### src/rtl/pca_pkg.sv
package pca_pkg;

    localparam int DEC_W   = 4;  // bits per decimal digit
    localparam int CNT_IVL = 9;  // intervals reserved for digit pulses

    typedef enum logic [1:0] {
        OP_ADD = 2'd0,
        OP_SUB = 2'd1,
        OP_SHR = 2'd2,
        OP_CLR = 2'd3
    } pca_op_e;

    // Base count windows; a digit selects the OR of those its set bits name.
    typedef struct packed {
        logic w8;
        logic w4;
        logic w2;
        logic w1;
    } pca_win_t;

    // Window placement: w8 covers 0..7, w4 covers 2..5, w2 covers 6..7,
    // w1 covers 8. Any legal digit 0..9 combines only disjoint windows.
    function automatic pca_win_t base_windows(input int unsigned ivl);
        pca_win_t w;
        w.w8 = (ivl <= 32'd7);
        w.w4 = (ivl >= 32'd2) && (ivl <= 32'd5);
        w.w2 = (ivl == 32'd6) || (ivl == 32'd7);
        w.w1 = (ivl == 32'd8);
        return w;
    endfunction

    function automatic logic digit_gate(input logic [DEC_W-1:0] d, input pca_win_t w);
        return (d[3] & w.w8) | (d[2] & w.w4) | (d[1] & w.w2) | (d[0] & w.w1);
    endfunction

    // One count pulse on a decade, wrapping inside 0..9.
    function automatic logic [DEC_W-1:0] bcd_step(input logic [DEC_W-1:0] d, input logic dn);
        if (dn) begin
            return (d == '0) ? DEC_W'(9) : d - DEC_W'(1);
        end
        return (d == DEC_W'(9)) ? '0 : d + DEC_W'(1);
    endfunction

endpackage

### src/rtl/pca_timing.sv
module pca_timing #(
    parameter int CYC   = 12,
    parameter int IVL_W = 4
) (
    input  logic             clk,
    input  logic             rst,
    input  logic             start_i,
    output logic             accept_o,
    output logic             busy_o,
    output logic             done_o,
    output logic             last_o,
    output logic [IVL_W-1:0] ivl_o
);

    assign accept_o = start_i && !busy_o;
    assign last_o   = busy_o && (ivl_o == IVL_W'(CYC - 1));

    always_ff @(posedge clk) begin
        if (rst) begin
            busy_o <= 1'b0;
            done_o <= 1'b0;
            ivl_o  <= '0;
        end else begin
            done_o <= 1'b0;
            if (accept_o) begin
                busy_o <= 1'b1;
                ivl_o  <= '0;
            end else if (last_o) begin
                busy_o <= 1'b0;
                done_o <= 1'b1;
                ivl_o  <= '0;
            end else if (busy_o) begin
                ivl_o <= ivl_o + IVL_W'(1);
            end
        end
    end

    AST_BUSY_SPAN: assert property (@(posedge clk) disable iff (rst)
        (busy_o && !last_o) |=> busy_o);
    AST_DONE_AFTER_LAST: assert property (@(posedge clk) disable iff (rst)
        last_o |=> (done_o && !busy_o));
    AST_DONE_SINGLE: assert property (@(posedge clk) disable iff (rst)
        done_o |=> !done_o);
    AST_START_IGNORED: assert property (@(posedge clk) disable iff (rst)
        (busy_o && start_i && !last_o) |=> (busy_o && ivl_o == $past(ivl_o) + IVL_W'(1)));

endmodule

### src/rtl/pca_decade.sv
module pca_decade
    import pca_pkg::*;
#(
    parameter int DW = DEC_W
) (
    input  logic          clk,
    input  logic          rst,
    input  logic          pulse_i,
    input  logic          cin_i,
    input  logic          dn_i,
    input  logic          rel_i,
    input  logic          flush_i,
    input  logic          ld_i,
    input  logic [DW-1:0] ld_val_i,
    output logic [DW-1:0] dig_o,
    output logic          pend_o
);

    logic step;
    logic wrap;

    assign step = pulse_i | cin_i;
    assign wrap = step && (dn_i ? (dig_o == '0) : (dig_o == DW'(9)));

    always_ff @(posedge clk) begin
        if (rst) begin
            dig_o <= '0;
        end else if (ld_i) begin
            dig_o <= ld_val_i;
        end else if (step) begin
            dig_o <= bcd_step(dig_o, dn_i);
        end
    end

    // Carry or borrow out is parked until a release interval.
    always_ff @(posedge clk) begin
        if (rst || flush_i) begin
            pend_o <= 1'b0;
        end else begin
            pend_o <= (pend_o & ~rel_i) | wrap;
        end
    end

    AST_DIGIT_BCD: assert property (@(posedge clk) disable iff (rst)
        dig_o <= DW'(9));
    AST_CARRY_HELD: assert property (@(posedge clk) disable iff (rst)
        (pend_o && !rel_i && !flush_i) |=> pend_o);
    AST_PHASES_APART: assert property (@(posedge clk) disable iff (rst)
        !(pulse_i && cin_i));
    AST_SHIFT_NO_COUNT: assert property (@(posedge clk) disable iff (rst)
        ld_i |-> !step);
    AST_STEP_MOVES: assert property (@(posedge clk) disable iff (rst)
        (step && !ld_i) |=> (dig_o != $past(dig_o)));

endmodule

### src/rtl/pca_accum.sv
module pca_accum
    import pca_pkg::*;
#(
    parameter int NDIG = 4,
    parameter int DW   = DEC_W
) (
    input  logic                 clk,
    input  logic                 rst,
    input  logic                 start_i,
    input  logic [1:0]           op_i,
    input  logic [NDIG*DW-1:0]   opnd_i,
    input  logic                 lshift_i,
    output logic                 busy_o,
    output logic                 done_o,
    output logic [NDIG*DW-1:0]   acc_o
);

    localparam int CAR_IVL = NDIG - 1;          // one ripple step per decade boundary
    localparam int CYC     = CNT_IVL + CAR_IVL;
    localparam int IVL_W   = $clog2(CYC);
    localparam int ACC_W   = NDIG * DW;

    logic             accept;
    logic             last;
    logic [IVL_W-1:0] ivl;
    pca_op_e          op_q;
    logic [ACC_W-1:0] opnd_q;
    logic             cnt_ph;
    logic             car_ph;
    logic             arith;
    logic             down;
    logic             shift_now;
    logic             flush;
    pca_win_t         win;
    logic [NDIG-1:0]  pulse;
    logic [NDIG-1:0]  pend;

    pca_timing #(
        .CYC   (CYC),
        .IVL_W (IVL_W)
    ) u_timing (
        .clk      (clk),
        .rst      (rst),
        .start_i  (start_i),
        .accept_o (accept),
        .busy_o   (busy_o),
        .done_o   (done_o),
        .last_o   (last),
        .ivl_o    (ivl)
    );

    // Operation and (optionally scaled) operand are frozen for the frame.
    always_ff @(posedge clk) begin
        if (rst) begin
            op_q   <= OP_ADD;
            opnd_q <= '0;
        end else if (accept) begin
            op_q   <= pca_op_e'(op_i);
            opnd_q <= lshift_i ? {opnd_i[ACC_W-DW-1:0], {DW{1'b0}}} : opnd_i;
        end
    end

    assign cnt_ph    = busy_o && (ivl <  IVL_W'(CNT_IVL));
    assign car_ph    = busy_o && (ivl >= IVL_W'(CNT_IVL));
    assign arith     = (op_q == OP_ADD) || (op_q == OP_SUB);
    assign down      = (op_q == OP_SUB);
    assign shift_now = busy_o && (((op_q == OP_SHR) && (ivl == '0)) ||
                                  ((op_q == OP_CLR) && (ivl < IVL_W'(NDIG))));
    assign flush     = accept | last;
    assign win       = base_windows(32'(ivl));

    for (genvar i = 0; i < NDIG; i++) begin : g_dec
        logic [DW-1:0] op_dig;
        logic [DW-1:0] nb_dig;
        logic          cin;
        logic [DW-1:0] pcnt;

        assign op_dig   = opnd_q[i*DW +: DW];
        assign pulse[i] = arith && cnt_ph && digit_gate(op_dig, win);

        if (i == 0) begin : g_lsd
            assign cin = 1'b0;
        end else begin : g_upper
            assign cin = pend[i-1] & car_ph;
        end

        if (i == NDIG - 1) begin : g_msd
            assign nb_dig = '0;
        end else begin : g_lower
            assign nb_dig = acc_o[(i+1)*DW +: DW];
        end

        pca_decade #(
            .DW (DW)
        ) u_dec (
            .clk      (clk),
            .rst      (rst),
            .pulse_i  (pulse[i]),
            .cin_i    (cin),
            .dn_i     (down),
            .rel_i    (car_ph),
            .flush_i  (flush),
            .ld_i     (shift_now),
            .ld_val_i (nb_dig),
            .dig_o    (acc_o[i*DW +: DW]),
            .pend_o   (pend[i])
        );

        // Pulses delivered to this decade in the current frame.
        always_ff @(posedge clk) begin
            if (rst || accept) begin
                pcnt <= '0;
            end else if (pulse[i]) begin
                pcnt <= pcnt + DW'(1);
            end
        end

        AST_PULSE_COUNT: assert property (@(posedge clk) disable iff (rst)
            (busy_o && arith && ivl == IVL_W'(CNT_IVL)) |-> (pcnt == op_dig));
    end

    AST_IDLE_NO_CARRY: assert property (@(posedge clk) disable iff (rst)
        !busy_o |-> (pend == '0));
    AST_SHR_ONE_DECADE: assert property (@(posedge clk) disable iff (rst)
        (busy_o && op_q == OP_SHR && ivl == '0) |=>
        (acc_o == {{DW{1'b0}}, $past(acc_o[ACC_W-1:DW])}));
    AST_CLR_EMPTY: assert property (@(posedge clk) disable iff (rst)
        (done_o && op_q == OP_CLR) |-> (acc_o == '0));
    AST_IDLE_HOLD: assert property (@(posedge clk) disable iff (rst)
        (!busy_o && !accept) |=> $stable(acc_o));

endmodule

### config.mk
export PLATFORM = sky130hd
export DESIGN_NAME = pca_accum
export DESIGN_NICKNAME = d
export VERILOG_FILES = /design/src/rtl/pca_pkg.sv /design/src/rtl/pca_timing.sv /design/src/rtl/pca_decade.sv /design/src/rtl/pca_accum.sv
export SDC_FILE = /design/constraint.sdc
export NUM_CORES = 1
export LEC_CHECK = 0
export BUFFER_PORTS_ARGS = -buffer_cell sky130_fd_sc_hd__buf_2
export CORE_AREA = 2 2 68 77
export DETAILED_ROUTE_END_ITERATION = 8
export DIE_AREA = 0 0 70 79
export PLACE_DENSITY = 0.94
export SETUP_SLACK_MARGIN = 0.1
export SYNTH_ARGS = -nofsm -noshare
export SYNTH_HDL_FRONTEND = slang
export SYNTH_SLANG_ARGS = --single-unit
export TNS_END_PERCENT = 5
### constraint.sdc
create_clock -name clk -period 5.89 [get_ports clk]
set_input_delay 0.2945 -clock clk [delete_from_list [all_inputs] [get_ports clk]]
set_output_delay 0.2945 -clock clk [all_outputs]
set_load 0.005 [all_outputs]
==> flow_metrics.env, run 1 <==
export IMPL_status="finished clean"
export IMPL_cp_endpoint="g_dec[0].u_dec.dig_o[2]"
export IMPL_place_gp_congestion=0.9170
export IMPL_async_flop_share=0
export IMPL_grtUsageTotal=0.2694
export IMPL_fin_crit_sh=0.3981
export IMPL_dp_hpwl_um=5166
export IMPL_synthDistinctLibCells=66
export IMPL_wire_per_inst_um=16.57
export IMPL_placed_area_mm2=0.003030
export IMPL_area_delta_synth_final_pct=8.905
export IMPL_required_ns=6.06
export IMPL_std_cell_rows=27
export IMPL_dr_wl_met2_um=3617
export IMPL_synth_seq_cells=43
export IMPL_final_area_mm2=0.003137
export IMPL_min_path_cells=2
export IMPL_maxSlewViolCount=0
export IMPL_tightest_slew_ns=1.087
export IMPL_setup_viol=0
export IMPL_rsz0062_at_grt="false"
export IMPL_timing_hold_ws_ns=0.2131
export IMPL_antenna_left=0
export IMPL_maxSlewHeadroom=0.2756
export IMPL_grt_pass1_wl_um=12260
export IMPL_syn_area_per_cell_um2=7.935
export IMPL_io_buffers=39
export IMPL_ff2ff_setup_slack_ns=3.54
export IMPL_routed_via_density=6.490
export IMPL_synth_seq_area_share=0.2989
export IMPL_cp_max_fo=31
export IMPL_cts_htree_levels=2
export IMPL_layout_nets=406
export IMPL_drive_above_1_share=0.1689
export IMPL_cp_end_kind="register"
export IMPL_cts_root_buf="clkbuf_8"
export IMPL_cts_sinks=43
export IMPL_layout_commonest_cell="dfxtp_1"
export IMPL_cap_violations=0
export IMPL_dr_first_iter_drc_count=318
export IMPL_ir_worst_vdd_mv=0.1447
export IMPL_n_fill_cell=414
export IMPL_num_io_pins=40
export IMPL_vias=2836
export IMPL_final_cell_mix="dfxtp_1 (43), nand2_1 (39), buf_2 (39)"
export IMPL_die_x_um=70
export IMPL_hold_path_class="input pin to register"
export IMPL_drt_wl_total_um=7243
export IMPL_synthesis_area_mm2=0.002880
export IMPL_ctsLongestPathBuffers=2
export IMPL_synthesis_nets=390
export IMPL_clk_latency_ns=0.30
export IMPL_route_detailed_drc=0
export IMPL_cts_tree="done"
export IMPL_max_freq_mhz=426.4
export IMPL_die_h_um=79
export IMPL_yosysWarnings=0
export IMPL_cts_made_buffers=5
export IMPL_min_period_ns=2.345
export IMPL_cts_hold_buffers=0
export IMPL_crit_path_start="op_q[1]"
export IMPL_power_leakage_nw=1.195
export IMPL_criticalPathCategory="register to register"
export IMPL_start_util=0.6004
export IMPL_dr_pass1_iters=5
export IMPL_clk_pin_slew_worst_paths_ns=0.09
export IMPL_met3_wirelength_um=449
export IMPL_post_cts_resized=0
export IMPL_startpoint_type="register"
export IMPL_antenna_found_initial=0
export IMPL_clock_skew_final_ns=0.01060
export IMPL_antenna_cells=0
export IMPL_r2r_start="op_q[1]"
export IMPL_hold_viol=0
export IMPL_worstRegToRegCells=5
export IMPL_synthCells=363
export IMPL_reg2reg_to="g_dec[0].u_dec.dig_o[2]"
export IMPL_power_density_mw_per_mm2=199.8
export IMPL_core_area_mm2=0.004797
export IMPL_m1WireLength_um=2879
export IMPL_arrival_ns=2.52
export IMPL_overflow=0
export IMPL_dr_max_layer_used="met4"
export IMPL_die_area_mm2=0.005530
export IMPL_grt_max_degree=32
export IMPL_grt_pass1_vias=2674
export IMPL_synth_edf_count=0
export IMPL_post_cts_buffers=0
export IMPL_synth_ff_type="dfxtp_1"
export IMPL_fin_setup_tns_ns=0
-- routing by layer --
metal,vias to the layer above,global-route usage
met3,35,0.04569
met1,1314,0.3134
met4,0,0.1250
met5,-,0
li1,1357,-
met2,130,0.4810
-- sequential cells by signal (all words and copies together) (netlist names) --
register and cells:
g_dec.u_dec.dig_o 16, g_dec.u_dec.pend_o 3, op_q 2, opnd_q 16, u_timing.busy_o 1, u_timing.done_o 1, u_timing.ivl_o 4
-- cell type report --
class / instances / area (µm²) / share of cell area
Multi-Input combinational cell: 276 / 1842 / 0.5872
Sequential cell: 43 / 860.8 / 0.2744
Timing Repair Buffer: 41 / 210.2 / 0.06701
Tap cell: 58 / 72.57 / 0.02314
Clock buffer: 5 / 68.82 / 0.02194
Inverter: 12 / 45.04 / 0.01436
Clock inverter: 2 / 37.54 / 0.01197
-- metrics by stage --
step                      power [W]  utilization  setup slack, ns  cells
after floorplan           0.0003778            -            3.834    363
after global placement    0.0003977       0.6317            3.704    430
after detailed placement  0.0004026       0.6317            3.563    430
after CTS                 0.0006275       0.6539            3.554    437
after global routing      0.0006500       0.6539            3.388    437
final                     0.0006268       0.6539            3.545    437
-- kinds of logic (layout without fill, tap and decap cells) --
logic type	after synthesis	after routing	share of synthesized area
mux	14	14	0.04865
simple gates	137	137	0.2507
xor+xnor	9	9	0.02737
flops	43	43	0.2989
compound gates	111	111	0.2911
fa+ha+maj	5	5	0.02172
buf+inv	44	60	0.06169
-- worst min-delay path by stage --
| stage | slack, ns | to | start |
|---|---|---|---|
| 6_report | 0.21 | op_q[0] | op_i[0] |
| 2_1_floorplan | 0.42 | opnd_q[14] | opnd_q[14] |
| 3_3_place_gp | 0.43 | opnd_q[5] | opnd_q[5] |
| 3_5_place_dp | 0.44 | opnd_q[13] | opnd_q[13] |
| 5_1_grt | 0.21 | op_q[0] | op_i[0] |
| 4_1_cts | 0.20 | op_q[0] | op_i[0] |
-- synth_stat cells (3+ instances only) --
| master | count | area (µm²) |
|---|---|---|
| buf_1 | 5 | 18.77 |
| nand3_1 | 14 | 70.07 |
| nand4b_1 | 3 | 26.28 |
| and2_1 | 5 | 31.28 |
| o31ai_2 | 3 | 37.54 |
| inv_1 | 12 | 45.04 |
| a21boi_0 | 4 | 30.03 |
| nor3_1 | 9 | 45.04 |
| nor3b_1 | 5 | 37.54 |
| ha_1 | 5 | 62.56 |
| a22o_1 | 7 | 61.31 |
| a21oi_1 | 15 | 75.07 |
| a31oi_1 | 7 | 43.79 |
| nand2_1 | 39 | 146.4 |
| xnor2_1 | 8 | 70.07 |
| nand2b_1 | 5 | 31.28 |
| dfxtp_1 | 43 | 860.8 |
| clkbuf_1 | 19 | 71.32 |
| o22ai_1 | 6 | 37.54 |
| mux2i_1 | 14 | 140.1 |
| nor2b_1 | 4 | 25.02 |
| a311oi_1 | 3 | 26.28 |
| nor2_1 | 27 | 101.4 |
| o31a_1 | 3 | 26.28 |
| buf_2 | 7 | 35.03 |
| o21ai_0 | 25 | 125.1 |
| and3_1 | 8 | 50.05 |
| o211ai_1 | 5 | 37.54 |
| or3_1 | 3 | 18.77 |
-- critical path, cell delays in order (launching register included) --
cell	delay, ns
dfxtp_1	0.52
nand2b_1	0.89
nand3_1	0.17
a311o_1	0.38
o21ai_0	0.16
a31oi_1	0.10
-- power by group --
part	switching, W	internal [W]	total (W)	leakage, nW
logic	0.0000487	0.0000338	0.0000824	0.795
registers	0.0000139	0.000301	0.000315	0.350
clock network	0.000105	0.000124	0.000229	0.0502
Note: power is estimated with default switching activity, not from simulation.
==> inputs of run 2 (changes only) <==
CORE_AREA = 2 2 74 84   (was 2 2 68 77)
DIE_AREA = 0 0 76 86   (was 0 0 70 79)
PLACE_DENSITY = 0.85   (was 0.94)
clock period = 1.9 ns   (was 5.89 ns; I/O delays follow)
==> run 2 against run 1 <==
Net effect: the flow now finishes with violations (negative setup slack); clock power is 150% higher; design area increased by 11%; non-clock buffer count rose by 31; critical path type unchanged; largest cell class unchanged.
==> flow_metrics.env, run 2 (synthesis gave the netlist of run 1 again) <==
export IMPL_power_density_mw_per_mm2=533.8
export IMPL_grtUsageTotal=0.2340
export IMPL_post_route_util=0.6185
export IMPL_grt_max_degree=20
export IMPL_startpoint_type="register"
export IMPL_std_cell_rows=29
export IMPL_dp_hpwl_um=5434
export IMPL_grt_pass1_wl_um=12560
export IMPL_overflow=0
export IMPL_die_x_um=76
export IMPL_tightest_slew_ns=0.5007
export IMPL_use_met1=0.2593
export IMPL_top_usage_layer="met2"
export IMPL_clk_pin_slew_worst_paths_ns=0.09
export IMPL_fin_setup_tns_ns=-0.5845
export IMPL_fin_crit_sh=1.054
export IMPL_cts_root_buf="clkbuf_8"
export IMPL_drive_above_1_share=0.2579
export IMPL_p_total_w=0.001857
export IMPL_ctsLongestPathBuffers=2
export IMPL_cts_htree_levels=2
export IMPL_dpl_cell_count=474
export IMPL_criticalPathCategory="register to register"
export IMPL_io_buffers=39
export IMPL_dr_pass1_iters=4
export IMPL_maxSlewViolCount=0
export IMPL_layout_nets=437
export IMPL_final_cells=488
export IMPL_place_gp_congestion=0.9040
export IMPL_routed_via_density=5.908
export IMPL_cap_violations=0
export IMPL_clock_skew_final_ns=0.01362
export IMPL_rsz0062_at_grt="true"
export IMPL_power_leakage_nw=1.352
export IMPL_num_io_pins=40
export IMPL_n_fill_cell=498
export IMPL_clk_latency_ns=0.31
export IMPL_use_met2=0.4416
export IMPL_core_area_mm2=0.005624
export IMPL_arrival_ns=2.19
export IMPL_cts_sinks=43
export IMPL_antenna_found_initial=0
export IMPL_cp_end_kind="register"
export IMPL_die_h_um=86
export IMPL_use_met3=0.03895
export IMPL_wire_per_inst_um=15.55
export IMPL_cts_tree="done"
export IMPL_cp_max_fo=5
export IMPL_top_regs="g_dec.u_dec.dig_o: 16 flops, opnd_q: 16 flops, u_timing.ivl_o: 4 flops"
export IMPL_cts_made_buffers=5
export IMPL_ir_worst_vdd_mv=0.4721
export IMPL_dr_first_iter_drc_count=249
export IMPL_layout_commonest_cell="dfxtp_1"
export IMPL_vias=2883
export IMPL_hold_viol=0
export IMPL_maxSlewHeadroom=0.6655
export IMPL_violations="negative setup slack"
export IMPL_worst_slack_ns=-0.1035
export IMPL_area_delta_synth_final_pct=20.76
export IMPL_status="finished, violations left"
export IMPL_hold_path_class="input pin to register"
export IMPL_start_util=0.5121
export IMPL_drt_wl_total_um=7587
export IMPL_placed_area_mm2=0.003259
export IMPL_route_detailed_drc=0
export IMPL_antenna_left=0
export IMPL_die_area_mm2=0.006536
export IMPL_setup_viol=12
export IMPL_antenna_cells=0
export IMPL_required_ns=2.09
export IMPL_min_period_ns=2.003
export IMPL_max_freq_mhz=499.1
export IMPL_final_cell_mix="dfxtp_1 (41), nand2_1 (39), buf_2 (39)"
export IMPL_grt_pass1_vias=2755
export IMPL_final_area_mm2=0.003478
## run 2: cell types whose count changed in the layout (fill, tap and decap cells not counted), sizes merged
cell,before,now
clkinvlp,1,0
buf,41,70
bufinv,1,0
clkinv,0,1
clkbuf,5,7
dlygate4sd3,0,2
## run 2: worst paths after layout
path                           from                     to  slack [ns]  cells after the start
setup / recovery  u_timing.ivl_o[0]  g_dec[1].u_dec.pend_o       -0.10                      7
hold / removal            opnd_i[0]              opnd_q[0]        0.02                      2
setup reg to reg  u_timing.ivl_o[0]  g_dec[1].u_dec.pend_o       -0.10                      7
hold reg to reg           opnd_q[7]              opnd_q[7]        0.46                      2
## run 2: area by class of cell
class | instances | area (µm²) | share of cell area
clock inverter | 1 | 5.005 | 0.001439
tap | 77 | 96.34 | 0.02770
timing repair buffer | 72 | 447.9 | 0.1288
sequential | 43 | 868.3 | 0.2496
multi-input combinational | 276 | 1934 | 0.5561
inverter | 12 | 50.05 | 0.01439
clock buffer | 7 | 76.32 | 0.02194
## run 2: stage by stage
stage / hold WS (ns) / setup slack (ns)
after CTS: 0.01676 / -0.09455
after detailed placement: 0.3162 / -0.1409
after global routing: 0.02580 / -0.1416
final: 0.02179 / -0.1035
after floorplan: 0.2207 / -0.02804
after global placement: 0.3162 / -0.05347
## run 2: worst max-delay path, stage by stage, from the launching register on
cell and delay (ns):
dfxtp_4 0.40, inv_4 0.05, ha_4 0.15, or3b_4 0.40, and3_4 0.17, o31a_1 0.33
o211ai_1 0.29, a21oi_1 0.10
## run 2: routing by layer
metal  vias up  part of all wire
li1       1421                 -
met1      1357              0.40
met2        87              0.53
met3        18             0.045
met4         0             0.024
met5         -                 0
## run 2: repair_timing
| action | CTS | global route |
|---|---|---|
| hold buffers | 2 | 0 |
| resized for setup | 11 | 8 |
| buffers inserted | 1 | 3 |
| setup endpoints to repair | 19 | 21 |
| hold endpoints to repair | 2 | 0 |
| pin swaps | 7 | 7 |
## run 2: report_power, final
part / internal [W] / total (W) / switching [W] / leakage, nW
Combinational: 0.000145 / 0.000316 / 0.000172 / 0.958
Clock: 0.000258 / 0.000570 / 0.000312 / 0.0422
Sequential: 0.000933 / 0.000970 / 0.0000373 / 0.351
Total: 0.00134 / 0.00186 / 0.000521 / 1.35
